[config.mk]
export PLATFORM = sky130hd
export DESIGN_NAME = etrg_top
export DESIGN_NICKNAME = d
export VERILOG_FILES = /design/src/rtl/etrg_pkg.sv /design/src/rtl/etrg_rst_sync.sv /design/src/rtl/etrg_cause_match.sv /design/src/rtl/etrg_addr_cmp.sv /design/src/rtl/etrg_arbiter.sv /design/src/rtl/etrg_top.sv
export SDC_FILE = /design/constraint.sdc
export NUM_CORES = 1
export LEC_CHECK = 0
export ABC_CLOCK_PERIOD_IN_PS = 3500
export BUFFER_PORTS_ARGS = -buffer_cell sky130_fd_sc_hd__buf_2
export CORE_MARGIN = 2
export CORE_UTILIZATION = 40
export CTS_CLUSTER_SIZE = 28
export DETAILED_ROUTE_END_ITERATION = 8
export PLACE_DENSITY = 0.73
export SETUP_SLACK_MARGIN = 0.3
export SLEW_MARGIN = 20
export SYNTH_ARGS = -nofsm -noshare
export SYNTH_HDL_FRONTEND = slang
export SYNTH_SLANG_ARGS = --single-unit
[constraint.sdc]
create_clock -name clk -period 3.5 [get_ports clk]
set_input_delay 0.875 -clock clk [delete_from_list [all_inputs] [get_ports clk]]
set_output_delay 0.875 -clock clk [all_outputs]
set_load 0.01 [all_outputs]
[src/rtl/etrg_pkg.sv]
package etrg_pkg;
  typedef enum logic {
    ACT_HALT = 1'b0,
    ACT_BKPT = 1'b1
  } etrg_action_e;
endpackage

[src/rtl/etrg_rst_sync.sv]
module etrg_rst_sync (
  input  logic clk,
  input  logic rst_n,
  output logic rst_sync_n
);
  logic stage_q;

  always_ff @(posedge clk or negedge rst_n) begin
    if (!rst_n) begin
      stage_q    <= 1'b0;
      rst_sync_n <= 1'b0;
    end else begin
      stage_q    <= 1'b1;
      rst_sync_n <= stage_q;
    end
  end
endmodule

[src/rtl/etrg_cause_match.sv]
module etrg_cause_match #(
  parameter int XLEN = 32,
  localparam int CAUSE_W = $clog2(XLEN)
) (
  input  logic               clk,
  input  logic               rst_n,
  input  logic               cfg_we,
  input  logic [XLEN-1:0]    cfg_mask,
  input  logic               trap_taken,
  input  logic [CAUSE_W-1:0] trap_cause,
  input  logic               trap_is_irq,
  input  logic               deliver,
  output logic               pending
);
  logic [XLEN-1:0] mask_q, mask_d;
  logic            pend_q, pend_d;
  logic            arm;

  // cause decode: one mask bit per exception code
  always_comb begin
    arm = trap_taken && !trap_is_irq && mask_q[trap_cause];
  end

  always_comb begin
    mask_d = mask_q;
    if (cfg_we) mask_d = cfg_mask;
  end

  // a fresh match overrides a same-cycle delivery; repeats collapse
  always_comb begin
    pend_d = pend_q;
    if (arm)          pend_d = 1'b1;
    else if (deliver) pend_d = 1'b0;
  end

  always_ff @(posedge clk or negedge rst_n) begin
    if (!rst_n) begin
      mask_q <= '0;
      pend_q <= 1'b0;
    end else begin
      mask_q <= mask_d;
      pend_q <= pend_d;
    end
  end

  assign pending = pend_q;

  AST_IRQ_NEVER_ARMS: assert property (@(posedge clk) disable iff (!rst_n)
    (trap_taken && trap_is_irq && !pend_q) |=> !pend_q);
  AST_MASKED_CAUSE_ARMS: assert property (@(posedge clk) disable iff (!rst_n)
    (trap_taken && !trap_is_irq && mask_q[trap_cause]) |=> pend_q);
  AST_DELIVERY_CLEARS: assert property (@(posedge clk) disable iff (!rst_n)
    (deliver && !trap_taken) |=> !pend_q);
endmodule

[src/rtl/etrg_addr_cmp.sv]
module etrg_addr_cmp #(
  parameter int ADDR_W = 32
) (
  input  logic              clk,
  input  logic              rst_n,
  input  logic              fetch_req,
  input  logic [ADDR_W-1:0] fetch_pc,
  input  logic              cmp_en,
  input  logic [ADDR_W-1:0] cmp_addr,
  input  logic              running,
  input  logic              resume,
  input  logic              resume_skip,
  output logic              addr_match
);
  logic skip_q, skip_d;
  logic hit;
  logic arm_skip;

  always_comb begin
    hit        = cmp_en && (fetch_pc == cmp_addr);
    addr_match = hit && !skip_q;
    arm_skip   = resume && !running && resume_skip;
  end

  // the skip flag covers exactly one fetch while running
  always_comb begin
    skip_d = skip_q;
    if (arm_skip)                  skip_d = 1'b1;
    else if (fetch_req && running) skip_d = 1'b0;
  end

  always_ff @(posedge clk or negedge rst_n) begin
    if (!rst_n) skip_q <= 1'b0;
    else        skip_q <= skip_d;
  end

  AST_SKIP_IS_ONE_SHOT: assert property (@(posedge clk) disable iff (!rst_n)
    (skip_q && fetch_req && running) |=> !skip_q);
  AST_SKIP_ARMED_BY_RESUME: assert property (@(posedge clk) disable iff (!rst_n)
    (resume && !running && resume_skip) |=> skip_q);
endmodule

[src/rtl/etrg_arbiter.sv]
module etrg_arbiter
  import etrg_pkg::*;
(
  input  logic clk,
  input  logic rst_n,
  input  logic cfg_we,
  input  logic cfg_action,
  input  logic fetch_req,
  input  logic pending,
  input  logic addr_match,
  input  logic resume,
  output logic running,
  output logic deliver,
  output logic fetch_suppress,
  output logic halt_req,
  output logic bkpt_req,
  output logic exc_fire,
  output logic addr_fire
);
  etrg_action_e act_q, act_d;
  logic         halted_q, halted_d;
  logic         any_fire;

  // slot priority: leftover exception fire, then fetch-phase address match
  always_comb begin
    running        = !halted_q;
    exc_fire       = fetch_req && running && pending;
    addr_fire      = fetch_req && running && !pending && addr_match;
    any_fire       = exc_fire || addr_fire;
    halt_req       = any_fire && (act_q == ACT_HALT);
    bkpt_req       = any_fire && (act_q == ACT_BKPT);
    fetch_suppress = fetch_req && (halted_q || any_fire);
    deliver        = exc_fire;
  end

  always_comb begin
    act_d = act_q;
    if (cfg_we) act_d = etrg_action_e'(cfg_action);
  end

  always_comb begin
    halted_d = halted_q;
    if (halt_req)    halted_d = 1'b1;
    else if (resume) halted_d = 1'b0;
  end

  always_ff @(posedge clk or negedge rst_n) begin
    if (!rst_n) begin
      act_q    <= ACT_HALT;
      halted_q <= 1'b0;
    end else begin
      act_q    <= act_d;
      halted_q <= halted_d;
    end
  end

  AST_PENDING_WINS_SLOT: assert property (@(posedge clk) disable iff (!rst_n)
    (fetch_req && !halted_q && pending) |-> (exc_fire && !addr_fire));
  AST_ONE_ACTION: assert property (@(posedge clk) disable iff (!rst_n)
    $onehot0({halt_req, bkpt_req}));
  AST_HALTED_BLOCKS_FETCH: assert property (@(posedge clk) disable iff (!rst_n)
    (halted_q && fetch_req) |-> (fetch_suppress && !halt_req && !bkpt_req));
  AST_HALT_HOLDS: assert property (@(posedge clk) disable iff (!rst_n)
    (halted_q && !resume) |=> halted_q);
  AST_QUIET_WITHOUT_FETCH: assert property (@(posedge clk) disable iff (!rst_n)
    !fetch_req |-> !(halt_req || bkpt_req || exc_fire || addr_fire || fetch_suppress));
endmodule

[src/rtl/etrg_top.sv]
module etrg_top #(
  parameter int XLEN   = 32,
  parameter int ADDR_W = 32,
  localparam int CAUSE_W = $clog2(XLEN)
) (
  input  logic               clk,
  input  logic               rst_n,
  input  logic               cfg_we,
  input  logic [XLEN-1:0]    cfg_mask,
  input  logic               cfg_action,
  input  logic               trap_taken,
  input  logic [CAUSE_W-1:0] trap_cause,
  input  logic               trap_is_irq,
  input  logic               fetch_req,
  input  logic [ADDR_W-1:0]  fetch_pc,
  input  logic               cmp_en,
  input  logic [ADDR_W-1:0]  cmp_addr,
  input  logic               resume,
  input  logic               resume_skip,
  output logic               fetch_suppress,
  output logic               halt_req,
  output logic               bkpt_req,
  output logic               exc_fire,
  output logic               addr_fire
);
  logic rst_sync_n;
  logic pending;
  logic deliver;
  logic running;
  logic addr_match;

  etrg_rst_sync u_rst (
    .clk        (clk),
    .rst_n      (rst_n),
    .rst_sync_n (rst_sync_n)
  );

  etrg_cause_match #(.XLEN(XLEN)) u_match (
    .clk         (clk),
    .rst_n       (rst_sync_n),
    .cfg_we      (cfg_we),
    .cfg_mask    (cfg_mask),
    .trap_taken  (trap_taken),
    .trap_cause  (trap_cause),
    .trap_is_irq (trap_is_irq),
    .deliver     (deliver),
    .pending     (pending)
  );

  etrg_addr_cmp #(.ADDR_W(ADDR_W)) u_addr (
    .clk         (clk),
    .rst_n       (rst_sync_n),
    .fetch_req   (fetch_req),
    .fetch_pc    (fetch_pc),
    .cmp_en      (cmp_en),
    .cmp_addr    (cmp_addr),
    .running     (running),
    .resume      (resume),
    .resume_skip (resume_skip),
    .addr_match  (addr_match)
  );

  etrg_arbiter u_arb (
    .clk            (clk),
    .rst_n          (rst_sync_n),
    .cfg_we         (cfg_we),
    .cfg_action     (cfg_action),
    .fetch_req      (fetch_req),
    .pending        (pending),
    .addr_match     (addr_match),
    .resume         (resume),
    .running        (running),
    .deliver        (deliver),
    .fetch_suppress (fetch_suppress),
    .halt_req       (halt_req),
    .bkpt_req       (bkpt_req),
    .exc_fire       (exc_fire),
    .addr_fire      (addr_fire)
  );
endmodule

==> impl_metrics.py, run 1 <==
metrics = {
    "drt": {
        "detail-route-antenna-nets": 0,
        "dr.pass1.iters": 3,
        "drt_iter0_drc": 9,
        "via_count": 1686,
        "drc": 0,
        "viasPerCell": 4.817,
        "route.detailed.wl_per_inst_um": 13.65,
        "totalWireLength_um": 4778,
    },
    "placement": {
        "dpl_cell_area_um2": 2731,
        "dp_cells": 342,
        "place_hpwl_um": 3883,
        "dp_slack_ps": 451.9,
        "portBuffers": 115,
        "gp_congestion": 0.7058,
    },
    "global_routing": {
        "grt_usage_pct": 17.18,
        "grt_max_degree": 34,
        "antenna_found_initial": 0,
        "grt_pass1_wl_um": 7955,
        "grt_pass1_vias": 1728,
        "overflow": 0,
    },
    "sta": {
        "finalSetupViolCount": 0,
        "worst_slack_ps": 532.8,
        "fin_skew_ps": 2.934,
        "tightest_slew_ps": 718.5,
        "period_share_pct": 84.78,
        "fmax_mhz": 337.0,
        "slew_viol_final": 0,
        "holdWs_ps": 175.4,
        "hold_viol": 0,
        "maxSlewHeadroom_pct": 52.10,
        "period_minus_slack_ps": 2967,
        "fin_tns_setup_ps": 0,
        "rsz0062_at_grt": "no",
    },
    "floorplanning": {
        "fp.dieH_um": 76.43,
        "dieArea_um2": 5841,
        "fp.dieW_um": 76.43,
        "initial_core_util_pct": 41.35,
        "rows": 26,
        "core_area_um2": 5075,
        "ios": 116,
    },
    "clock_network": {
        "clockRootBuffer": "clkbuf_8",
        "cts_tree": "yes",
        "cts_max_level": 2,
        "postCtsSetupBuffers": 0,
        "clock_sinks": 38,
        "clockBufferDepth": 2,
        "path_clk_slew_ps": 80,
        "clk_latency_ps": 290,
        "cts_buffers": 5,
    },
    "yosys": {
        "seq_area_frac_synth_pct": 45.32,
        "yosysTopAreaCellShare_pct": 45.32,
        "syn-num-nets": 273,
        "synth-edff-count": 0,
        "yosys-top-cells-count": "dfrtp_1, mux2_2, xnor2_1",
        "yosysTopAreaCell": "dfrtp_1",
        "postSynth.asyncResetShare_pct": 100.0,
        "synth_area_um2": 2098,
        "synth.distinct_cells": 27,
        "synth_ff_type": "dfrtp_1",
        "synth.most_common_cell": "dfrtp_1",
        "syn_avg_cell_area_um2": 12.95,
        "ys_warn_count": 0,
        "synthCells": 162,
        "synth_seq_cells": 38,
        "synth_area_leaders": "dfrtp_1, mux2_2, xnor2_1",
    },
    "power_and_ir_drop": {
        "cellPowerDensity_nw_per_um2": 386.5,
        "leakagePower_nw": 1.336,
        "vdd_drop_max_uv": 294.7,
    },
    "setup_path": {
        "cp.required_ps": 2620,
        "start_kind": "primary input",
        "crit_arrival_ps": 2090,
        "critPathMaxFanout": 2,
        "criticalPathCategory": "primary input to primary output",
        "worstSetupEndpointType": "primary output",
    },
    "cells_and_area": {
        "fin_cells": 350,
        "fin_area_um2": 2860,
        "finalNetCount": 390,
        "layout-drive-gt1-share_pct": 57.50,
        "nFillCells": 450,
        "diodes": 0,
        "syn2layout_area_growth_pct": 36.31,
    },
    "status": {
        "status": "finished, final reports clean",
    },
    "min_path": {
        "hold_path.class": "register to asynchronous set/reset pin",
    },
    "run": {
        "drv_cap": 0,
    },
}
-- through the flow --
stage | total power [mW] | utilization, %
3_3_place_gp | 0.7382 | 53.82
2_1_floorplan | 0.6459 | -
5_1_grt | 1.165 | 56.36
6_report | 1.105 | 56.36
4_1_cts | 1.118 | 56.07
3_5_place_dp | 0.7445 | 53.82
-- worst max-delay path: stages --
cell     delay (ps)
buf_2           100
xnor2_1         150
nand4_1         170
nor4_4          320
nand3_1         130
a31oi_1         170
buf_2           160
-- path summary, 6_finish.rpt --
kind | start | endpoint | slack (ps) | cells after the start
max | cmp_addr[16] | fetch_suppress | 530 | 7
min | u_rst.rst_sync_n | u_match.mask_q[13] | 180 | 0
max reg2reg | u_match.mask_q[28] | u_match.pending | 1880 | 5
min reg2reg | u_rst.rst_sync_n | u_match.mask_q[13] | 180 | 0
max in group asynchronous | u_rst.rst_sync_n | u_match.mask_q[26] | 2640 | 1
min in group clk | u_rst.stage_q | u_rst.rst_sync_n | 350 | 0
-- sequential cells by signal, indices dropped and copies added, names as in the netlist --
| signal | cells |
|---|---|
| u_rst.rst_sync_n | 1 |
| u_arb.act_q | 1 |
| u_match.mask_q | 32 |
| u_rst.stage_q | 1 |
| u_match.pending | 1 |
| u_addr.skip_q | 1 |
| u_arb.halted_q | 1 |
-- final cells by class --
cell class / count / area, um2 / share of cell area (%)
Clock buffer: 5 / 68.82 / 2.406
Inverter: 5 / 18.77 / 0.6562
Sequential cell: 38 / 950.9 / 33.25
Tap cell: 70 / 87.58 / 3.062
Clock inverter: 3 / 45.04 / 1.575
Multi-Input combinational cell: 113 / 1106 / 38.67
Timing Repair Buffer: 116 / 583.1 / 20.38
-- power breakdown --
part           internal [mW]  switching, mW  total, mW
clock network          0.212          0.160      0.372
logic                  0.139         0.0878      0.227
registers              0.482         0.0239      0.506
-- routing by layer --
metal | track usage (%) | part of all wire [%] | vias to the layer above
met5 | 0 | 0 | -
met4 | 6.000 | 1.4 | 0
met3 | 5.213 | 8.7 | 7
met2 | 29.91 | 48 | 77
met1 | 20.06 | 42 | 774
li1 | - | - | 828
-- cell usage in the layout, fill, tap and decap left out, types with 2 or more instances in the layout --
cell	synthesis	layout
o22ai_1	2	2
nand3_1	2	2
nor3_1	2	2
nor2_1	5	5
a31oi_1	5	5
nand3b_1	2	2
nand4_1	8	8
nor2b_1	2	2
mux2_2	34	34
buf_2	0	115
nand2_1	2	2
clkinvlp_4	0	2
dfrtp_1	38	38
clkbuf_8	0	5
inv_1	5	5
xnor2_1	32	32
mux4_1	6	6
-- logic make-up after synthesis --
kind of cell	count (synthesis)	synth area share, %
simple gates	26	7.156
buf+inv	11	2.683
other cells	1	0.1787
flops	38	45.32
compound gates	12	3.995
xor+xnor	32	13.36
mux	42	27.31
-- repair_timing --
| action | 4_1_cts | 5_1_grt |
|---|---|---|
| setup endpoints to repair | 0 | 3 |
| gates resized for setup | 0 | 2 |
| hold buffers | 0 | 0 |
Power figures use the tool's default switching activity.
==> run 2, diff against run 1 <==
--- a/config.mk
+++ b/config.mk
@@ -5,7 +5,7 @@
 export SDC_FILE = /design/constraint.sdc
 export NUM_CORES = 1
 export LEC_CHECK = 0
-export ABC_CLOCK_PERIOD_IN_PS = 3500
+export ABC_CLOCK_PERIOD_IN_PS = 3000
 export BUFFER_PORTS_ARGS = -buffer_cell sky130_fd_sc_hd__buf_2
 export CORE_MARGIN = 2
 export CORE_UTILIZATION = 40
==> constraint.sdc (replaced) <==
create_clock -name clk -period 3 [get_ports clk]
set_input_delay 0.75 -clock clk [delete_from_list [all_inputs] [get_ports clk]]
set_output_delay 0.75 -clock clk [all_outputs]
set_load 0.01 [all_outputs]
==> impl_metrics.py, run 2 (synthesized netlist as in run 1, its figures left out) <==
metrics = {
    "placement": {
        "gp_congestion": 0.7057,
        "portBuffers": 115,
        "dpl_cell_area_um2": 2731,
        "place_hpwl_um": 3888,
    },
    "cells_and_area": {
        "finalNetCount": 394,
        "fin_area_um2": 2965,
        "utilization_pct": 58.43,
        "final_cell_mix": "buf_2, dfrtp_1, mux2_2",
        "ff_latch_area_um2": 950.9,
        "nFillCells": 443,
        "multi_input_area_um2": 1150,
        "diodes": 0,
        "syn2layout_area_growth_pct": 41.32,
        "final_common_cell": "buf_2",
        "regMostFlops": "u_match.mask_q",
        "layout-drive-gt1-share_pct": 60.56,
        "largest_reg_flops": 32,
    },
    "setup_path": {
        "criticalPathCategory": "primary input to primary output",
        "worstSetupEndpointType": "primary output",
        "r2r_cells": 8,
        "endpoint": "addr_fire",
        "cp.required_ps": 2250,
        "r2r_slack_ps": 1320,
        "critPathMaxFanout": 2,
        "r2r-end": "u_arb.halted_q",
        "crit_arrival_ps": 1970,
        "cp-startpoint": "fetch_pc[22]",
        "reg2reg_from": "u_arb.halted_q",
        "start_kind": "primary input",
    },
    "clock_network": {
        "cts_buffers": 5,
        "cts_tree": "yes",
        "cts_max_level": 2,
        "path_clk_slew_ps": 80,
        "clockBufferDepth": 2,
        "clock_sinks": 38,
        "clockRootBuffer": "clkbuf_8",
        "clk_latency_ps": 290,
        "ctsHoldBuffers": 0,
    },
    "power_and_ir_drop": {
        "vdd_drop_max_uv": 377.5,
        "power_frac_clock_pct": 33.0,
        "internal_power_mw": 0.9855,
        "swShare_pct": 24.51,
        "p_sw_mw": 0.3200,
        "cellPowerDensity_nw_per_um2": 440.3,
        "leakagePower_nw": 1.388,
        "combPwrFrac_pct": 21.7,
        "seqPwrFrac_pct": 45.3,
    },
    "global_routing": {
        "grt_max_degree": 34,
        "grt_usage_pct": 17.26,
        "antenna_found_initial": 0,
        "grt_pass1_vias": 1758,
        "overflow": 0,
        "grt_pass1_wl_um": 8114,
    },
    "sta": {
        "period_share_pct": 90.81,
        "slew_viol_final": 0,
        "finalSetupViolCount": 0,
        "period_minus_slack_ps": 2724,
        "maxSlewHeadroom_pct": 53.50,
        "fmax_mhz": 367.1,
        "hold_viol": 0,
        "fin_skew_ps": 5.570,
        "rsz0062_at_grt": "yes",
        "tightest_slew_ps": 697.5,
        "fin_tns_setup_ps": 0,
    },
    "floorplanning": {
        "rows": 26,
        "core_area_um2": 5075,
        "ios": 116,
        "initial_core_util_pct": 41.35,
        "fp.dieW_um": 76.43,
        "dieArea_um2": 5841,
        "fp.dieH_um": 76.43,
    },
    "status": {
        "status": "finished, final reports clean",
    },
    "drt": {
        "drt_iter0_drc": 18,
        "viasPerCell": 4.847,
        "totalWireLength_um": 5033,
        "route.detailed.wl_per_inst_um": 14.22,
        "via_count": 1716,
        "drc": 0,
        "detail-route-antenna-nets": 0,
        "dr.pass1.iters": 3,
    },
    "run": {
        "drv_cap": 0,
    },
    "min_path": {
        "hold_path.class": "register to asynchronous set/reset pin",
    },
}
-- run 2: cell count changes in the layout (fill, tap and decap cells not counted) --
| cell | before | now |
|---|---|---|
| buf_2 | 115 | 110 |
| buf_6 | 0 | 5 |
| xnor2_1 | 32 | 27 |
| xnor2_2 | 0 | 5 |
| buf_4 | 1 | 5 |
| a31oi_1 | 5 | 4 |
| a31oi_2 | 0 | 1 |
| inv_1 | 5 | 4 |
| inv_2 | 0 | 1 |
-- run 2: routing by layer --
metal  up-vias  track usage (%)  part of all wire, %
li1        834                -                    -
met1       799            20.37                   41
met2        78            30.97                   51
met3         5            4.384                  7.3
met4         0            4.909                 0.74
met5         -                0                    0
-- run 2: power groups by stage --
stage               Sequential, mW  Clock (mW)  Combinational, mW
floorplan                    0.596           0              0.158
global placement             0.598           0              0.263
detailed placement           0.602           0              0.267
CTS                          0.592       0.441              0.273
global route                 0.599       0.463              0.315
finish                       0.591       0.431              0.284
-- run 2: worst min path at each step --
stage | from | to | slack [ps] | cells after the start
4_1_cts | u_rst.rst_sync_n | u_match.mask_q[13] | 190 | 0
3_3_place_gp | u_rst.rst_sync_n | u_match.mask_q[13] | 180 | 0
5_1_grt | rst_n | u_rst.stage_q | 210 | 1
3_5_place_dp | u_rst.rst_sync_n | u_match.mask_q[13] | 180 | 0
2_1_floorplan | u_rst.stage_q | u_rst.rst_sync_n | 330 | 0
6_report | u_rst.rst_sync_n | u_match.mask_q[13] | 170 | 0
-- run 2: layout make-up --
class | count | area share, %
clock buffer | 5 | 2.321
clock inverter | 3 | 1.519
inverter | 5 | 0.6329
multi-input combinational | 113 | 38.78
sequential | 38 | 32.07
tap | 70 | 2.954
timing repair buffer | 120 | 21.73
-- run 2: critical path, cell delays in order --
cell     delay, ps
buf_2          120
xnor2_2        140
nand4_1        160
nor4_4         360
nand3_1        140
buf_4          160
inv_2           50
buf_6           90
-- run 2: what timing repair did --
action / 4_1_cts / 5_1_grt
endpoints found under the hold margin: 0 / 0
pin swaps: 5 / 8
resized for setup: 2 / 12
buffers inserted: 2 / 2
setup endpoints to repair: 3 / 4
-- run 2: stage by stage --
stage	hold WS [ps]	worst slack, ps	instances	power, mW
5_1_grt	213.4	146.7	354	1.376
3_3_place_gp	176.2	272.7	342	0.8613
2_1_floorplan	331.2	543.7	162	0.7536
3_5_place_dp	180.5	192.9	342	0.8692
4_1_cts	188.2	304.3	352	1.306
6_report	172.5	275.8	354	1.306
==> run 3, diff against run 2 <==
--- a/config.mk
+++ b/config.mk
@@ -11,7 +11,7 @@
 export CORE_UTILIZATION = 40
 export CTS_CLUSTER_SIZE = 28
 export DETAILED_ROUTE_END_ITERATION = 8
-export PLACE_DENSITY = 0.73
+export PLACE_DENSITY = 0.72
 export SETUP_SLACK_MARGIN = 0.3
 export SLEW_MARGIN = 20
 export SYNTH_ARGS = -nofsm -noshare
==> impl_metrics.py, run 3 (synthesized netlist as in run 1, its figures left out) <==
metrics = {
    "cells_and_area": {
        "syn2layout_area_growth_pct": 41.92,
        "final_common_cell": "buf_2",
        "fin_area_um2": 2978,
        "finalNetCount": 391,
        "utilization_pct": 58.68,
        "regMostFlops": "u_match.mask_q",
        "final_cell_mix": "buf_2, dfrtp_1, mux2_2",
        "largest_reg_flops": 32,
        "diodes": 0,
        "layout-drive-gt1-share_pct": 61.21,
        "fin_cells": 351,
    },
    "clock_network": {
        "clk_latency_ps": 290,
        "cts_buffers": 5,
        "clockRootBuffer": "clkbuf_8",
        "cts_tree": "yes",
        "clockBufferDepth": 2,
        "cts_max_level": 2,
        "ctsHoldBuffers": 0,
        "path_clk_slew_ps": 70,
        "clock_sinks": 38,
    },
    "drt": {
        "dr.pass1.iters": 4,
        "route.detailed.wl_per_inst_um": 15.41,
        "drt_iter0_drc": 30,
        "viasPerCell": 4.983,
        "drc": 0,
        "detail-route-antenna-nets": 0,
        "via_count": 1749,
        "totalWireLength_um": 5408,
    },
    "global_routing": {
        "use_met1_pct": 19.57,
        "met2_usage_pct": 30.80,
        "grt_use_met3_pct": 4.858,
        "grt_max_degree": 34,
        "grt_pass1_vias": 1788,
        "grt.busiest_layer": "met2",
        "grt_usage_pct": 16.96,
        "grt_pass1_wl_um": 7955,
        "antenna_found_initial": 0,
        "overflow": 0,
    },
    "status": {
        "status": "finished, final reports clean",
    },
    "min_path": {
        "hold_path.class": "register to asynchronous set/reset pin",
    },
    "setup_path": {
        "start_kind": "primary input",
        "path_cells": "buf_2 > xnor2_2 > nand4_1 > nor4_4 > nand3_2 > a31oi_1 > buf_2",
        "criticalPathCategory": "primary input to primary output",
        "critPathMaxFanout": 2,
        "cp_slowest_cell": "nor4_4",
        "cp.required_ps": 2250,
        "r2r_slack_ps": 1400,
        "cp_top_family": "simple AND/OR/NAND/NOR gates",
        "path_buf_inv": 2,
        "crit_arrival_ps": 2030,
        "worstSetupEndpointType": "primary output",
        "slowest_delay_ps": 340,
        "crit_top_cell": "buf_2",
    },
    "placement": {
        "gp_congestion": 0.7007,
        "portBuffers": 115,
        "dp_slack_ps": 236.4,
        "dp_cells": 342,
        "dpl_cell_area_um2": 2731,
        "place_hpwl_um": 3806,
    },
    "run": {
        "drv_cap": 0,
    },
    "floorplanning": {
        "dieArea_um2": 5841,
        "ios": 116,
        "fp.dieW_um": 76.43,
        "core_area_um2": 5075,
        "initial_core_util_pct": 41.35,
        "rows": 26,
        "fp.dieH_um": 76.43,
    },
    "sta": {
        "tightest_slew_ps": 721.2,
        "holdWs_ps": 172.7,
        "fin_skew_ps": 4.760,
        "finalSetupViolCount": 0,
        "period_share_pct": 92.68,
        "period_minus_slack_ps": 2780,
        "slew_viol_final": 0,
        "maxSlewHeadroom_pct": 51.92,
        "hold_viol": 0,
        "fin_tns_setup_ps": 0,
        "fmax_mhz": 359.7,
        "worst_slack_ps": 219.5,
        "rsz0062_at_grt": "yes",
    },
    "power_and_ir_drop": {
        "leakagePower_nw": 1.395,
        "vdd_drop_max_uv": 391.6,
        "cellPowerDensity_nw_per_um2": 416.8,
        "p_total_mw": 1.241,
    },
}
-- run 3: changes by cell type in the layout (fill, tap and decap cells not counted), moves of 2 or more --
cell | previous run | this run
xnor2_1 | 27 | 25
buf_2 | 110 | 105
xnor2_2 | 5 | 7
buf_4 | 5 | 1
buf_6 | 5 | 11
-- run 3: path summary, 6_finish.rpt --
check                                      to                from  cells after the start
hold reg to reg            u_match.mask_q[13]    u_rst.rst_sync_n                      0
hold / removal             u_match.mask_q[13]    u_rst.rst_sync_n                      0
setup reg to reg              u_match.pending  u_match.mask_q[28]                      5
min in group clk             u_rst.rst_sync_n       u_rst.stage_q                      0
setup / recovery               fetch_suppress        cmp_addr[14]                      7
max in group asynchronous  u_match.mask_q[19]    u_rst.rst_sync_n                      1
-- run 3: metal layers --
metal | up-vias | wire length (um) | part of all wire [%]
met5 | - | 0 | 0
li1 | 824 | - | -
met4 | 0 | 209 | 3.9
met2 | 100 | 2711 | 50
met3 | 19 | 437 | 8.1
met1 | 806 | 2050 | 38
-- run 3: what timing repair did --
item,CTS,global route
resized for setup,1,22
pin swaps,3,9
buffers inserted,1,0
endpoints found under the hold margin,0,0
setup endpoints to repair,3,4
cloned,0,0
-- run 3: report_power, final --
part	total (mW)	internal [mW]	switching (mW)	leakage, nW
Sequential	0.590	0.563	0.0274	0.449
Clock	0.360	0.184	0.175	0.0472
Combinational	0.291	0.176	0.115	0.899
-- run 3: layout make-up --
class | instances | area (um2)
Clock buffer | 6 | 82.58
Timing Repair Buffer | 117 | 656.9
Tap cell | 70 | 87.58
Sequential cell | 38 | 950.9
Multi-Input combinational cell | 113 | 1169
Inverter | 5 | 18.77
Clock inverter | 2 | 12.51
Fill cell | 423 | 2097
